--- config.mk ---
export PLATFORM = sky130hd
export DESIGN_NAME = dly_chain
export DESIGN_NICKNAME = d
export VERILOG_FILES = /design/src/rtl/dly_pkg.sv /design/src/rtl/dly_mode_dec.sv /design/src/rtl/dly_stage.sv /design/src/rtl/dly_sum.sv /design/src/rtl/dly_chain.sv
export SDC_FILE = /design/constraint.sdc
export NUM_CORES = 1
export LEC_CHECK = 0
export BUFFER_PORTS_ARGS = -buffer_cell sky130_fd_sc_hd__buf_2
export CAP_MARGIN = 15
export CORE_MARGIN = 4
export CORE_UTILIZATION = 49
export DETAILED_ROUTE_END_ITERATION = 16
export PLACE_DENSITY = 0.9
export SYNTH_ARGS = -nofsm -noshare
export SYNTH_HDL_FRONTEND = slang
export SYNTH_SLANG_ARGS = --single-unit
export TNS_END_PERCENT = 50
--- constraint.sdc ---
create_clock -name clk -period 4.58 [get_ports clk]
set_input_delay 0.458 -clock clk [delete_from_list [all_inputs] [get_ports clk]]
set_output_delay 0.458 -clock clk [all_outputs]
set_load 0.01 [all_outputs]
--- src/rtl/dly_pkg.sv ---
package dly_pkg;

    typedef enum logic [1:0] {
        MODE_TRACK,
        MODE_HOLD,
        MODE_FORCE_MIN,
        MODE_FORCE_MAX
    } stage_mode_e;

endpackage

--- src/rtl/dly_mode_dec.sv ---
module dly_mode_dec
    import dly_pkg::*;
(
    input  logic        set_min,
    input  logic        set_max,
    input  logic        hold,
    output stage_mode_e mode
);

    // Priority: minimum override, then maximum override, then hold.
    always_comb begin
        unique casez ({set_min, set_max, hold})
            3'b1??:  mode = MODE_FORCE_MIN;
            3'b01?:  mode = MODE_FORCE_MAX;
            3'b001:  mode = MODE_HOLD;
            default: mode = MODE_TRACK;
        endcase
    end

endmodule

--- src/rtl/dly_stage.sv ---
module dly_stage
    import dly_pkg::*;
#(
    parameter int ADDR_W = 7
) (
    input  logic              clk,
    input  logic              rst_n,
    input  logic              hold,
    input  logic [ADDR_W:0]   code,
    input  logic              set_min,
    input  logic              set_max,
    output logic [ADDR_W:0]   sel,
    output logic [ADDR_W:0]   dly_cnt,
    output logic              casc,
    output logic              casc_n,
    output logic              casc_req
);

    localparam int CODE_W = ADDR_W + 1;
    localparam logic [ADDR_W-1:0] MAX_PAT = {{(ADDR_W-2){1'b1}}, 2'b00};
    localparam logic [CODE_W-1:0] MAX_CNT = CODE_W'(1) << ADDR_W;

    stage_mode_e       mode;
    logic [ADDR_W-1:0] addr_q;
    logic              cas_q;

    dly_mode_dec u_dec (
        .set_min (set_min),
        .set_max (set_max),
        .hold    (hold),
        .mode    (mode)
    );

    // State register: latch contents written per decoded mode.
    always_ff @(posedge clk or negedge rst_n) begin
        if (!rst_n) begin
            addr_q <= '0;
            cas_q  <= 1'b0;
        end else begin
            unique case (mode)
                MODE_TRACK: begin
                    addr_q <= code[ADDR_W-1:0];
                    cas_q  <= code[ADDR_W];
                end
                MODE_HOLD: begin
                    addr_q <= addr_q;
                    cas_q  <= cas_q;
                end
                MODE_FORCE_MIN: begin
                    addr_q <= '0;
                    cas_q  <= 1'b0;
                end
                MODE_FORCE_MAX: begin
                    addr_q <= MAX_PAT;
                    // cascade latch keeps following its input so that
                    // the stage can leave the maximum setting again
                    cas_q  <= hold ? cas_q : code[ADDR_W];
                end
            endcase
        end
    end

    // Outputs: overrides act immediately, otherwise the latch contents.
    always_comb begin
        unique case (mode)
            MODE_FORCE_MIN: begin
                sel     = '0;
                dly_cnt = '0;
            end
            MODE_FORCE_MAX: begin
                sel     = {1'b1, MAX_PAT};
                dly_cnt = MAX_CNT;
            end
            MODE_TRACK, MODE_HOLD: begin
                sel     = {cas_q, addr_q};
                dly_cnt = {1'b0, addr_q};
            end
        endcase
    end

    assign casc     = sel[ADDR_W];
    assign casc_n   = ~sel[ADDR_W];
    assign casc_req = cas_q;

endmodule

--- src/rtl/dly_sum.sv ---
module dly_sum #(
    parameter int W_IN  = 8,
    parameter int N     = 2,
    parameter int W_OUT = 9
) (
    input  logic [N*W_IN-1:0] vec,
    output logic [W_OUT-1:0]  sum
);

    always_comb begin
        sum = '0;
        for (int i = 0; i < N; i++) begin
            sum = sum + W_OUT'(vec[i*W_IN +: W_IN]);
        end
    end

endmodule

--- src/rtl/dly_chain.sv ---
module dly_chain #(
    parameter int ADDR_W = 7,
    parameter int STAGES = 2
) (
    input  logic                               clk,
    input  logic                               rst_n,
    input  logic                               latch_hold,
    input  logic [ADDR_W-1:0]                  addr,
    input  logic [STAGES-2:0]                  casc_ctl,
    input  logic                               ext_min,
    input  logic                               ext_max,
    output logic [STAGES*(ADDR_W+1)-1:0]       stage_sel,
    output logic [STAGES*(ADDR_W+1)-1:0]       stage_dly,
    output logic [STAGES-1:0]                  casc_vec,
    output logic [STAGES-1:0]                  casc_n_vec,
    output logic [ADDR_W+$clog2(STAGES):0]     total_dly
);

    localparam int CODE_W = ADDR_W + 1;
    localparam int TOT_W  = ADDR_W + 1 + $clog2(STAGES);

    logic [STAGES-1:0] req;
    logic [STAGES-1:0] min_in;
    logic [STAGES-1:0] max_in;

    for (genvar s = 0; s < STAGES; s++) begin : g_stage
        logic [CODE_W-1:0] code_s;

        if (s < STAGES - 1) begin : g_mid
            assign code_s = {casc_ctl[s], addr};
        end else begin : g_last
            assign code_s = {1'b0, addr};
        end

        if (s == 0) begin : g_head
            assign min_in[s] = ext_min;
            assign max_in[s] = ext_max | req[s];
        end else begin : g_tail
            assign min_in[s] = casc_n_vec[s-1];
            assign max_in[s] = req[s];
        end

        dly_stage #(.ADDR_W(ADDR_W)) u_stage (
            .clk      (clk),
            .rst_n    (rst_n),
            .hold     (latch_hold),
            .code     (code_s),
            .set_min  (min_in[s]),
            .set_max  (max_in[s]),
            .sel      (stage_sel[s*CODE_W +: CODE_W]),
            .dly_cnt  (stage_dly[s*CODE_W +: CODE_W]),
            .casc     (casc_vec[s]),
            .casc_n   (casc_n_vec[s]),
            .casc_req (req[s])
        );
    end

    dly_sum #(.W_IN(CODE_W), .N(STAGES), .W_OUT(TOT_W)) u_sum (
        .vec (stage_dly),
        .sum (total_dly)
    );

endmodule

==> key figures, run 1 <==
Timing
  • Final Hold Viols: 0
  • Smallest setup slack after layout: 1310 ps
  • Final-report setup violation count: 0
  • Final count of pins violating max slew: 0
  • Setup repair after global routing missed its margin: no
  • Maximum frequency from static timing analysis: 305 MHz
  • Final worst path period need: 3270 ps
  • Accumulated negative setup slack: 0 ps
  • Worst-case clock skew: 1.31 ps
  • Final worst-path cycle share: 71.5%

Synthesis
  • Post-synth top cells: 17 x and2_1, 17 x nand2_1, 17 x nor2_1
  • Mapped Cells: 147
  • Primary FF master, synth: dfrtp_1
  • Cell type contributing the most total cell area after synthesis: dfrtp_1
  • Synthesized-area fraction occupied by and/or/nand/nor cells: 28.6%
  • Distinct cells, synth: 32
  • Post-Synth XOR/XNOR Area: 2.92%
  • Fraction of the yosys area taken by sequential cells: 31.3%
  • Synth Area in Compound Gates: 15.0%
  • Largest family of logic cells by synthesized area: simple AND/OR/NAND/NOR gates
  • Synth Cell Area: 1200 um2
  • Post-Synth Adder-Cell Area: 10.0%
  • Number of synthesis warnings: 0
  • Top cell type's share of synthesized area: 31.3%
  • Proportion of register bits with asynchronous set or reset after synthesis: 100%
  • Number of flip-flops and latches in the synthesized netlist: 15
  • Largest cells by area after synthesis: dfrtp_1 31%, and2_1 8.9%, ha_1 8.3%
  • Avg Inst Size Synth: 8.17 um2
  • Share of cell area taken by muxes after synthesis: 0.833%
  • Number of synthesized flops with an enable pin: 0

Clock network
  • Reg clk slew, reported paths: 80 ps
  • Cell at the root of the clock tree: clkbuf_4
  • Count of instances resized after the clock tree is built: 0
  • Hold buffers post-CTS: 0
  • Max Buffers Root-to-Sink: 2
  • Later-pin clock latency in the skew report: 280 ps
  • Depth of the CTS H-tree: 1
  • Number of clock buffers inserted by TritonCTS: 3
  • Number of clock sinks: 15
  • CTS tree: built
  • Setup Fix Bufs, Post-CTS: 0

Setup path
  • Class of the most critical setup path: flop to output pin
  • Cell family with most CP delay: simple AND/OR/NAND/NOR gates
  • Top cell by count, worst path: nor2_2
  • Reg2reg setup slack: 3360 ps
  • R2R depth: 4
  • Crit path largest cell delay: 440 ps
  • Total stage count of the critical path: 12
  • Series of cell instances along the critical path: nor2_2 -> nor2_2 -> and2_1 -> ha_1 -> inv_1 -> fa_1 -> nor2b_4 -> o21ai_2 -> a21boi_2 -> o21ai_1 -> a21oi_1 -> buf_2
  • Critical Path Start Type: flop
  • Arrival time at the worst endpoint: 2820 ps
  • Worst Setup EP: total_dly[8]
  • Crit path max-delay cell type: fa_1
  • RR Endpoint: g_stage[1].u_stage.addr_q[4]$_DFFE_PN0P_
  • Number of buffers and inverters on the critical path: 2
  • Required time at the worst-slack endpoint: 4120 ps
  • Worst Setup SP: g_stage[0].u_stage.casc_req$_DFFE_PN0P_
  • Nature of the critical path endpoint: output pin
  • Worst reg2reg path startpoint: g_stage[0].u_stage.casc_req$_DFFE_PN0P_
  • Critical Path Fanout Max: 15

Routing
  • Pre-Repair DR Iteration Count: 4
  • Detailed router's first-iteration violation count: 28
  • Number of antenna-violating nets in the routed design: 0
  • Routed Wire Length: 2.61 mm
  • Routed via count divided by cell count: 4.97
  • DRC violation count after routing: 0
  • Via count: 1088
  • Post-detailed-route wirelength per cell: 11.9 um

Final layout
  • Diodes inserted: 0
  • Synth-to-layout area growth: 19.3%
  • Final cell area excluding filler cells: 1430 um2
  • Total number of nets in the final design: 214
  • Area used by multi-input combinational logic: 708 um2
  • Register Area: 375 um2
  • Layout cells sized above 1: 34.6%
  • Fillers: 223

Floorplanning
  • Number of cell rows: 17
  • Core box area: 2280 um2
  • Vertical die dimension: 57.5 um
  • Die area: 3310 um2
  • Overall die width: 57.5 um
  • Initial Util: 52.8%
  • I/O pin total: 58

Placed design
  • Area post-placement: 1410 um2
  • Estimated wirelength of the detail-placed design: 2.24 mm
  • Setup slack after placement: 1370 ps
  • Routability cong.: 0.868
  • Number of I/O port buffers: 53

Outcome
  • Outcome: finished, final reports clean

Job
  • Count of maximum capacitance violations: 0

Pwr
  • Power Dens Cells: 201 nW/um2
  • Leakage power figure: 0.000825 uW
  • Max rail drop VDD: 138 uV

Global routing
  • Initial antenna violation count: 0
  • Total overflow reported by the global router: 0
  • Total track usage: 16.2%
  • Vias in the first global route: 970
  • First-pass GRT wire length: 4.31 mm
  • Pin count of the biggest net entering global routing: 23

Min path
  • Worst min path class: input pin to asynchronous set/reset pin
## stage by stage
stage	hold slack [ps]	cells	total power, uW	util [%]
after global placement	369	215	216	61.8
after global routing	70.7	219	304	62.9
final	53.2	219	288	62.9
after detailed placement	371	215	218	61.8
after floorplan	162	150	195	-
after CTS	62.7	219	290	62.9
## worst register-to-register path, cell delays in order (launching register included)
cell     delay, ps
dfrtp_1        390
nor2_2         100
nor2_2         370
inv_2          150
a21oi_1        150
## cell type report
class / instances / area share [%]
Tap cell: 28 / 2.45
Clock buffer: 4 / 1.83
Sequential cell: 15 / 26.2
Inverter: 6 / 1.57
Multi-Input combinational cell: 113 / 49.4
Timing Repair Buffer: 53 / 18.5
## routing by layer
layer  share of wire [%]  GRT usage [%]  vias up  wire length [um]
li1                    -              -      557                 -
met1                  47           23.6      472              1230
met2                  41           23.9       55              1080
met3                  11           3.17        4               275
met4                0.96           4.97        0                25
met5                   0              0        -                 0
## cell usage in the layout (no fill, tap or decap), types with 2 or more instances in the layout
cell and instances:
xnor2_1 4, inv_1 5, ha_1 8, nor2_1 17
buf_2 53, conb_1 5, clkbuf_4 3, o21a_1 2
or3_1 2, nand2b_1 7, nor2_2 2, nand2_1 17
a21boi_2 2, a31oi_1 5, a21oi_1 12, and2_1 17
dfrtp_1 15
## power by group
part	switching, uW	internal (uW)	leakage [uW]
Combinational	42.3	28.2	0.000612
Sequential	4.71	139	0.000198
Clock	39.9	33.8	0.0000150
Total	86.9	201	0.000825
## worst min-delay path by stage
stage                                          endpoint  cells past startpoint  slack, ps
2_1_floorplan  g_stage[0].u_stage.addr_q[0]$_DFFE_PN0P_                      0        160
3_3_place_gp    g_stage[0].u_stage.casc_req$_DFFE_PN0P_                      1        370
3_5_place_dp    g_stage[0].u_stage.casc_req$_DFFE_PN0P_                      1        370
4_1_cts         g_stage[0].u_stage.casc_req$_DFFE_PN0P_                      1         60
5_1_grt         g_stage[0].u_stage.casc_req$_DFFE_PN0P_                      1         70
6_report        g_stage[0].u_stage.casc_req$_DFFE_PN0P_                      1         50
## logic make-up after synthesis
group / count (synthesis)
xor gates and xnor gates: 4
DFF: 15
buffers and inverters: 22
other: 2
muxes: 1
adders and majority gates: 9
and+or+nand+nor: 67
AOI/OAI and AO/OA: 27
## flip-flops by register name, summed over array words and instances (netlist names)
name,count
g_stage.u_stage.addr_q,14
g_stage.u_stage.casc_req,1
Note: power is estimated with default switching activity, not from simulation.
==> inputs of run 2 (changes only) <==
Settings changed: CORE_UTILIZATION 49 to 46, PLACE_DENSITY 0.9 to 0.86.
Clock period 4.58 ns to 3.1 ns, I/O delays scaled along.
==> run 2 against run 1 <==
Sequential power rose by 48%. Sequential share of layout area fell by 1.4 points. Combinational power rose by 61%. Via count fell by 0.37%. Die area rose by 5.6%. Register-to-register slack got worse by 1400 ps. Worst setup slack got worse by 1100 ps. Largest cell class unchanged. Count of clock-buffer cells in the layout did not move.
==> key figures, run 2 (synthesized netlist as in run 1, its figures left out) <==
Setup path
  • Critical Path Fanout Max: 4 (was 15)
  • Nature of the critical path endpoint: output pin (unchanged)
  • Required time at the worst-slack endpoint: 2790 ps (was 4120 ps)
  • Worst Setup SP: g_stage[0].u_stage.casc_req$_DFFE_PN0P_ (unchanged)
  • Worst reg2reg path startpoint: g_stage[0].u_stage.casc_req$_DFFE_PN0P_ (unchanged)
  • Critical Path Start Type: flop (unchanged)
  • Arrival time at the worst endpoint: 2630 ps (was 2820 ps)
  • Class of the most critical setup path: flop to output pin (unchanged)

Floorplanning
  • Overall die width: 59.1 um (was 57.5 um)
  • Initial Util: 48.5% (was 52.8%)
  • Core box area: 2480 um2 (was 2280 um2)
  • Number of cell rows: 18 (was 17)
  • Vertical die dimension: 59.1 um (was 57.5 um)
  • Die area: 3490 um2 (was 3310 um2)
  • I/O pin total: 58 (unchanged)

Clock network
  • Cell at the root of the clock tree: clkbuf_4 (unchanged)
  • Number of clock sinks: 15 (unchanged)
  • CTS tree: built (unchanged)
  • Depth of the CTS H-tree: 1 (unchanged)
  • Max Buffers Root-to-Sink: 2 (unchanged)
  • Later-pin clock latency in the skew report: 270 ps (was 280 ps)
  • Reg clk slew, reported paths: 80 ps (about the same)
  • Number of clock buffers inserted by TritonCTS: 3 (unchanged)

Placed design
  • Estimated wirelength of the detail-placed design: 2.22 mm (was 2.24 mm)
  • Placed instance count: 219 (was 215)
  • Number of I/O port buffers: 53 (unchanged)
  • Routability cong.: 0.847 (was 0.868)

Timing
  • Final Hold Viols: 0 (unchanged)
  • Worst-case clock skew: 2.80 ps (was 1.31 ps)
  • Final worst-path cycle share: 94.7%
  • Final worst path period need: 2940 ps
  • Maximum frequency from static timing analysis: 341 MHz
  • Accumulated negative setup slack: 0 ps (unchanged)
  • Final-report setup violation count: 0 (unchanged)
  • Final count of pins violating max slew: 0 (unchanged)
  • Hold_ws: 285 ps (was 53.2 ps)

Global routing
  • Vias in the first global route: 994 (was 970)
  • First-pass GRT wire length: 4.40 mm (was 4.31 mm)
  • Initial antenna violation count: 0 (unchanged)
  • Pin count of the biggest net entering global routing: 23 (unchanged)
  • Total overflow reported by the global router: 0 (unchanged)
  • Total track usage: 16.4% (was 16.2%)

Final layout
  • Commonest cells after routing, fill and taps aside: 53 x buf_2, 17 x nand2_1, 17 x nor2_1 (was 53 x buf_2, 17 x nand2_1, 17 x and2_1, 17 x nor2_1, 15 x dfrtp_1)
  • Most frequent standard cell in the layout excluding fill and tap cells: buf_2 (unchanged)
  • Register containing the most flip-flops in the final layout: g_stage.u_stage.addr_q (unchanged)
  • Cell Count, Final, Fillers Out: 229 (was 219)
  • Diodes inserted: 0 (unchanged)
  • Flip-flop count of the largest register, all copies and words added: 14 (unchanged)
  • Fillers: 231 (was 223)
  • Total number of nets in the final design: 222 (was 214)
  • Layout cells sized above 1: 39.2% (was 34.6%)
  • Synth-to-layout area growth: 25.8% (was 19.3%)

Routing
  • Detailed router's first-iteration violation count: 62 (was 28)
  • Number of antenna-violating nets in the routed design: 0 (unchanged)
  • Via count: 1084 (was 1088)
  • Pre-Repair DR Iteration Count: 4 (unchanged)
  • Post-detailed-route wirelength per cell: 12.2 um (was 11.9 um)
  • DRC violation count after routing: 0 (unchanged)
  • Routed via count divided by cell count: 4.73 (was 4.97)
  • Routed Wire Length: 2.79 mm (was 2.61 mm)

Outcome
  • Outcome: finished, final reports clean (unchanged)

Pwr
  • Power Dens Cells: 286 nW/um2 (was 201 nW/um2)
  • Max rail drop VDD: 302 uV (was 138 uV)
  • Leakage power figure: 0.000864 uW (was 0.000825 uW)

Job
  • Count of maximum capacitance violations: 0 (unchanged)

Min path
  • Worst min path class: input pin to flop (was input pin to asynchronous set/reset pin)
  • Hold Crit Start: casc_ctl
==> run 2: path summary, 6_finish.rpt <==
path | endpoint | slack, ps | depth (start not counted)
max | total_dly[8] | 160 | 12
min | g_stage[0].u_stage.casc_req$_DFFE_PN0P_ | 280 | 3
max reg2reg | g_stage[1].u_stage.addr_q[4]$_DFFE_PN0P_ | 1940 | 5
min reg2reg | g_stage[1].u_stage.addr_q[0]$_DFFE_PN0P_ | 530 | 2
max in group asynchronous | g_stage[1].u_stage.addr_q[2]$_DFFE_PN0P_ | 2420 | 2
min in group asynchronous | g_stage[0].u_stage.casc_req$_DFFE_PN0P_ | 440 | 2
==> run 2: cell type report <==
class                           instances  area [um2]  share of cell area (%)
Timing Repair Buffer                   61         328                    21.7
Sequential cell                        15         375                    24.8
Inverter                                6        22.5                    1.49
Multi-Input combinational cell        113         722                    47.8
Clock buffer                            4        26.3                    1.74
Tap cell                               30        37.5                    2.48
==> run 2: routing by layer <==
layer | vias up | wire length (um) | global-route usage [%]
met5 | - | 0 | 0
met4 | 0 | 27 | 8.41
met3 | 2 | 172 | 1.53
met2 | 35 | 1390 | 26.8
met1 | 479 | 1200 | 21.6
li1 | 568 | - | -
==> run 2: through the flow <==
step / area [um2] / power, uW / setup WS [ps] / util (%)
after floorplan: 1210 / 288 / 389 / -
after global placement: 1420 / 322 / 373 / 57.5
after detailed placement: 1420 / 324 / 312 / 57.5
after CTS: 1460 / 432 / 49.2 / 59.0
after global routing: 1510 / 456 / -17.0 / 61.0
final: 1510 / 433 / 164 / 61.0
==> run 2: critical path, cell delays in order, from the launching register on <==
cell and delay (ps):
dfrtp_1 420, or2_4 270, nor2_4 130, and2_4 160
ha_2 180, inv_1 60, fa_2 380, nor2b_4 120
o21ai_2 60, a21boi_2 190, o21ai_2 80, a21oi_1 140
buf_2 140
==> run 2: power by group <==
part | internal, uW | switching, uW | total [uW]
sequential | 205 | 7.69 | 213
combinational | 48.5 | 64.6 | 113
clock | 49.8 | 56.8 | 107
==> run 2: repair_timing <==
action / 4_1_cts / 5_1_grt
endpoints found under the hold margin: 15 / 0
buffers inserted: 0 / 5
endpoints found under the setup margin: 1 / 2
resized for setup: 1 / 4
pin swaps: 0 / 5
hold buffers: 1 / 0
==> inputs of run 3 (changes only) <==
Settings changed: CORE_ASPECT_RATIO from default to 1.2, CTS_CLUSTER_DIAMETER from default to 100, CTS_CLUSTER_SIZE from default to 25.
==> run 3 against run 2 <==
Non-clock buffer count decreased by 4. Sequential share of layout area increased by 0.59 points. Total power decreased by 0.39%. Global-route usage rose by 0.40 points. First-iteration DRC count down 73%. Clock power is essentially flat. Highest routed layer unchanged.
==> key figures, run 3 (synthesized netlist as in run 1, its figures left out) <==
Final layout
  • Flip-flop count of the largest register, all copies and words added: 14 (unchanged)
  • Register Area: 375 um2 (unchanged)
  • Fillers: 244 (was 231)
  • Cell Count, Final, Fillers Out: 228 (was 229)
  • Diodes inserted: 0 (unchanged)
  • Total number of nets in the final design: 218 (was 222)
  • Synth-to-layout area growth: 22.9% (was 25.8%)
  • Commonest cells after routing, fill and taps aside: 53 x buf_2, 17 x nand2_1, 17 x and2_1, 17 x nor2_1, 15 x dfrtp_1 (was 53 x buf_2, 17 x nand2_1, 17 x nor2_1)
  • Register containing the most flip-flops in the final layout: g_stage.u_stage.addr_q (unchanged)
  • Layout cells sized above 1: 36.4% (was 39.2%)
  • Area used by multi-input combinational logic: 713 um2 (was 722 um2)
  • Most frequent standard cell in the layout excluding fill and tap cells: buf_2 (unchanged)

Routing
  • Routed Wire Length: 2.76 mm (was 2.79 mm)
  • Detailed router's first-iteration violation count: 17 (was 62)
  • Routed via count divided by cell count: 4.85 (was 4.73)
  • DRC violation count after routing: 0 (unchanged)
  • Pre-Repair DR Iteration Count: 4 (unchanged)
  • Post-detailed-route wirelength per cell: 12.1 um (was 12.2 um)
  • Number of antenna-violating nets in the routed design: 0 (unchanged)
  • Via count: 1105 (was 1084)

Placed design
  • Placed instance count: 222 (was 219)
  • Routability cong.: 0.835 (was 0.847)
  • Number of I/O port buffers: 53 (unchanged)
  • Estimated wirelength of the detail-placed design: 2.29 mm (was 2.22 mm)

Setup path
  • Arrival time at the worst endpoint: 2610 ps (was 2630 ps)
  • Critical Path Fanout Max: 6 (was 4)
  • Nature of the critical path endpoint: output pin (unchanged)
  • Critical Path Start Type: flop (unchanged)
  • Class of the most critical setup path: flop to output pin (unchanged)
  • Required time at the worst-slack endpoint: 2790 ps (about the same)

Global routing
  • Initial antenna violation count: 0 (unchanged)
  • Pin count of the biggest net entering global routing: 23 (unchanged)
  • Vias in the first global route: 1015 (was 994)
  • Total track usage: 16.8% (was 16.4%)
  • First-pass GRT wire length: 4.37 mm (was 4.40 mm)
  • Total overflow reported by the global router: 0 (unchanged)

Pwr
  • Max rail drop VDD: 332 uV (was 302 uV)
  • Sequential power share: 49.3% (was 49.2%)
  • Clk pwr share: 25.0% (was 24.6%)
  • Pint: 302 uW (was 304 uW)
  • Combinational share of power: 25.7% (was 26.1%)
  • Switching Fraction: 30.0% (was 29.8%)
  • Leakage power figure: 0.000846 uW (was 0.000864 uW)
  • Reported net switching power: 130 uW (was 129 uW)
  • Power Dens Cells: 292 nW/um2 (was 286 nW/um2)

Timing
  • Final-report setup violation count: 0 (unchanged)
  • Final worst path period need: 2920 ps (was 2940 ps)
  • Worst-case clock skew: 1.63 ps (was 2.80 ps)
  • Final Hold Viols: 0 (unchanged)
  • Final count of pins violating max slew: 0 (unchanged)
  • Final worst-path cycle share: 94.0% (was 94.7%)
  • Accumulated negative setup slack: 0 ps (unchanged)
  • Setup repair after global routing missed its margin: no
  • Maximum frequency from static timing analysis: 343 MHz (was 341 MHz)

Job
  • Count of maximum capacitance violations: 0 (unchanged)

Floorplanning
  • Vertical die dimension: 64.0 um (was 59.1 um)
  • Core box area: 2530 um2 (was 2480 um2)
  • Die area: 3500 um2 (was 3490 um2)
  • Number of cell rows: 20 (was 18)
  • I/O pin total: 58 (unchanged)
  • Initial Util: 47.5% (was 48.5%)
  • Overall die width: 54.6 um (was 59.1 um)

Clock network
  • Max Buffers Root-to-Sink: 2 (unchanged)
  • Reg clk slew, reported paths: 80 ps (about the same)
  • CTS tree: built (unchanged)
  • Depth of the CTS H-tree: 1 (unchanged)
  • Later-pin clock latency in the skew report: 280 ps (was 270 ps)
  • Number of clock sinks: 15 (unchanged)
  • Cell at the root of the clock tree: clkbuf_4 (unchanged)
  • Number of clock buffers inserted by TritonCTS: 3 (unchanged)

Outcome
  • Outcome: finished, final reports clean (unchanged)

Min path
  • Worst min path class: input pin to flop (unchanged)
run 3: cell types whose count changed in the layout (fill, tap and decap cells not counted):
| cell | before | now |
|---|---|---|
| buf_4 | 7 | 3 |
| and2_4 | 1 | 0 |
| and2_1 | 16 | 17 |
| ha_2 | 1 | 0 |
| ha_1 | 7 | 8 |
| o21ai_1 | 0 | 1 |
| o21ai_2 | 2 | 1 |
run 3: metrics by stage:
stage	util, %	instance area [um2]	hold slack (ps)	total power [uW]	worst slack [ps]
finish	58.4	1480	274	431	184
global route	58.4	1480	306	458	6.06
CTS	58.0	1470	269	434	34.9
detailed placement	56.5	1430	226	324	288
global placement	56.5	1430	228	323	368
floorplan	-	1210	14.4	288	389
run 3: critical path, cell delays in order, from the launching register on:
cell and delay, ps:
dfrtp_1 410, or2_4 270, nor2_4 130, and2_1 160, ha_1 170, inv_1 60, fa_2 370, nor2b_4 120
o21ai_2 70, a21boi_2 180, o21ai_1 110, a21oi_1 130, buf_2 140
run 3: layout make-up:
cell class              count  area share [%]
flip-flops and latches     15            25.4
repair buffers             57            20.2
multi-input cells         113            48.3
well taps                  33            2.80
inverters                   6            1.53
clock buffers               4            1.78
run 3: path summary, 6_finish.rpt:
kind / start / end / slack [ps] / cells past startpoint
max: g_stage[0].u_stage.casc_req$_DFFE_PN0P_ / total_dly[8] / 180 / 12
min: casc_ctl / g_stage[0].u_stage.casc_req$_DFFE_PN0P_ / 270 / 3
max reg2reg: g_stage[0].u_stage.casc_req$_DFFE_PN0P_ / g_stage[1].u_stage.addr_q[5]$_DFFE_PN0P_ / 1990 / 5
min reg2reg: g_stage[0].u_stage.addr_q[1]$_DFFE_PN0P_ / g_stage[0].u_stage.addr_q[1]$_DFFE_PN0P_ / 520 / 2
max in group asynchronous: rst_n / g_stage[0].u_stage.addr_q[1]$_DFFE_PN0P_ / 2400 / 2
min in group asynchronous: rst_n / g_stage[0].u_stage.casc_req$_DFFE_PN0P_ / 450 / 2
run 3: power groups by stage:
stage	combinational, uW	clock (uW)	sequential [uW]
6_report	111	108	213
3_5_place_dp	108	0	217
4_1_cts	111	111	213
2_1_floorplan	74.3	0	214
5_1_grt	124	119	214
3_3_place_gp	107	0	216
run 3: what timing repair did:
action,CTS,global route
hold buffers,1,0
gates resized for setup,1,1
buffers inserted,0,1
pin swaps,0,3
hold endpoints to repair,15,0
endpoints found under the setup margin,1,2
run 3: per-layer routing:
layer  vias to the layer above  track usage, %  routed length, um
met5                         -               0                  0
met4                         0            7.48                 38
met3                         4            1.40                155
met2                        38            28.6               1530
met1                       504            20.7               1040
li1                        559               -                  -
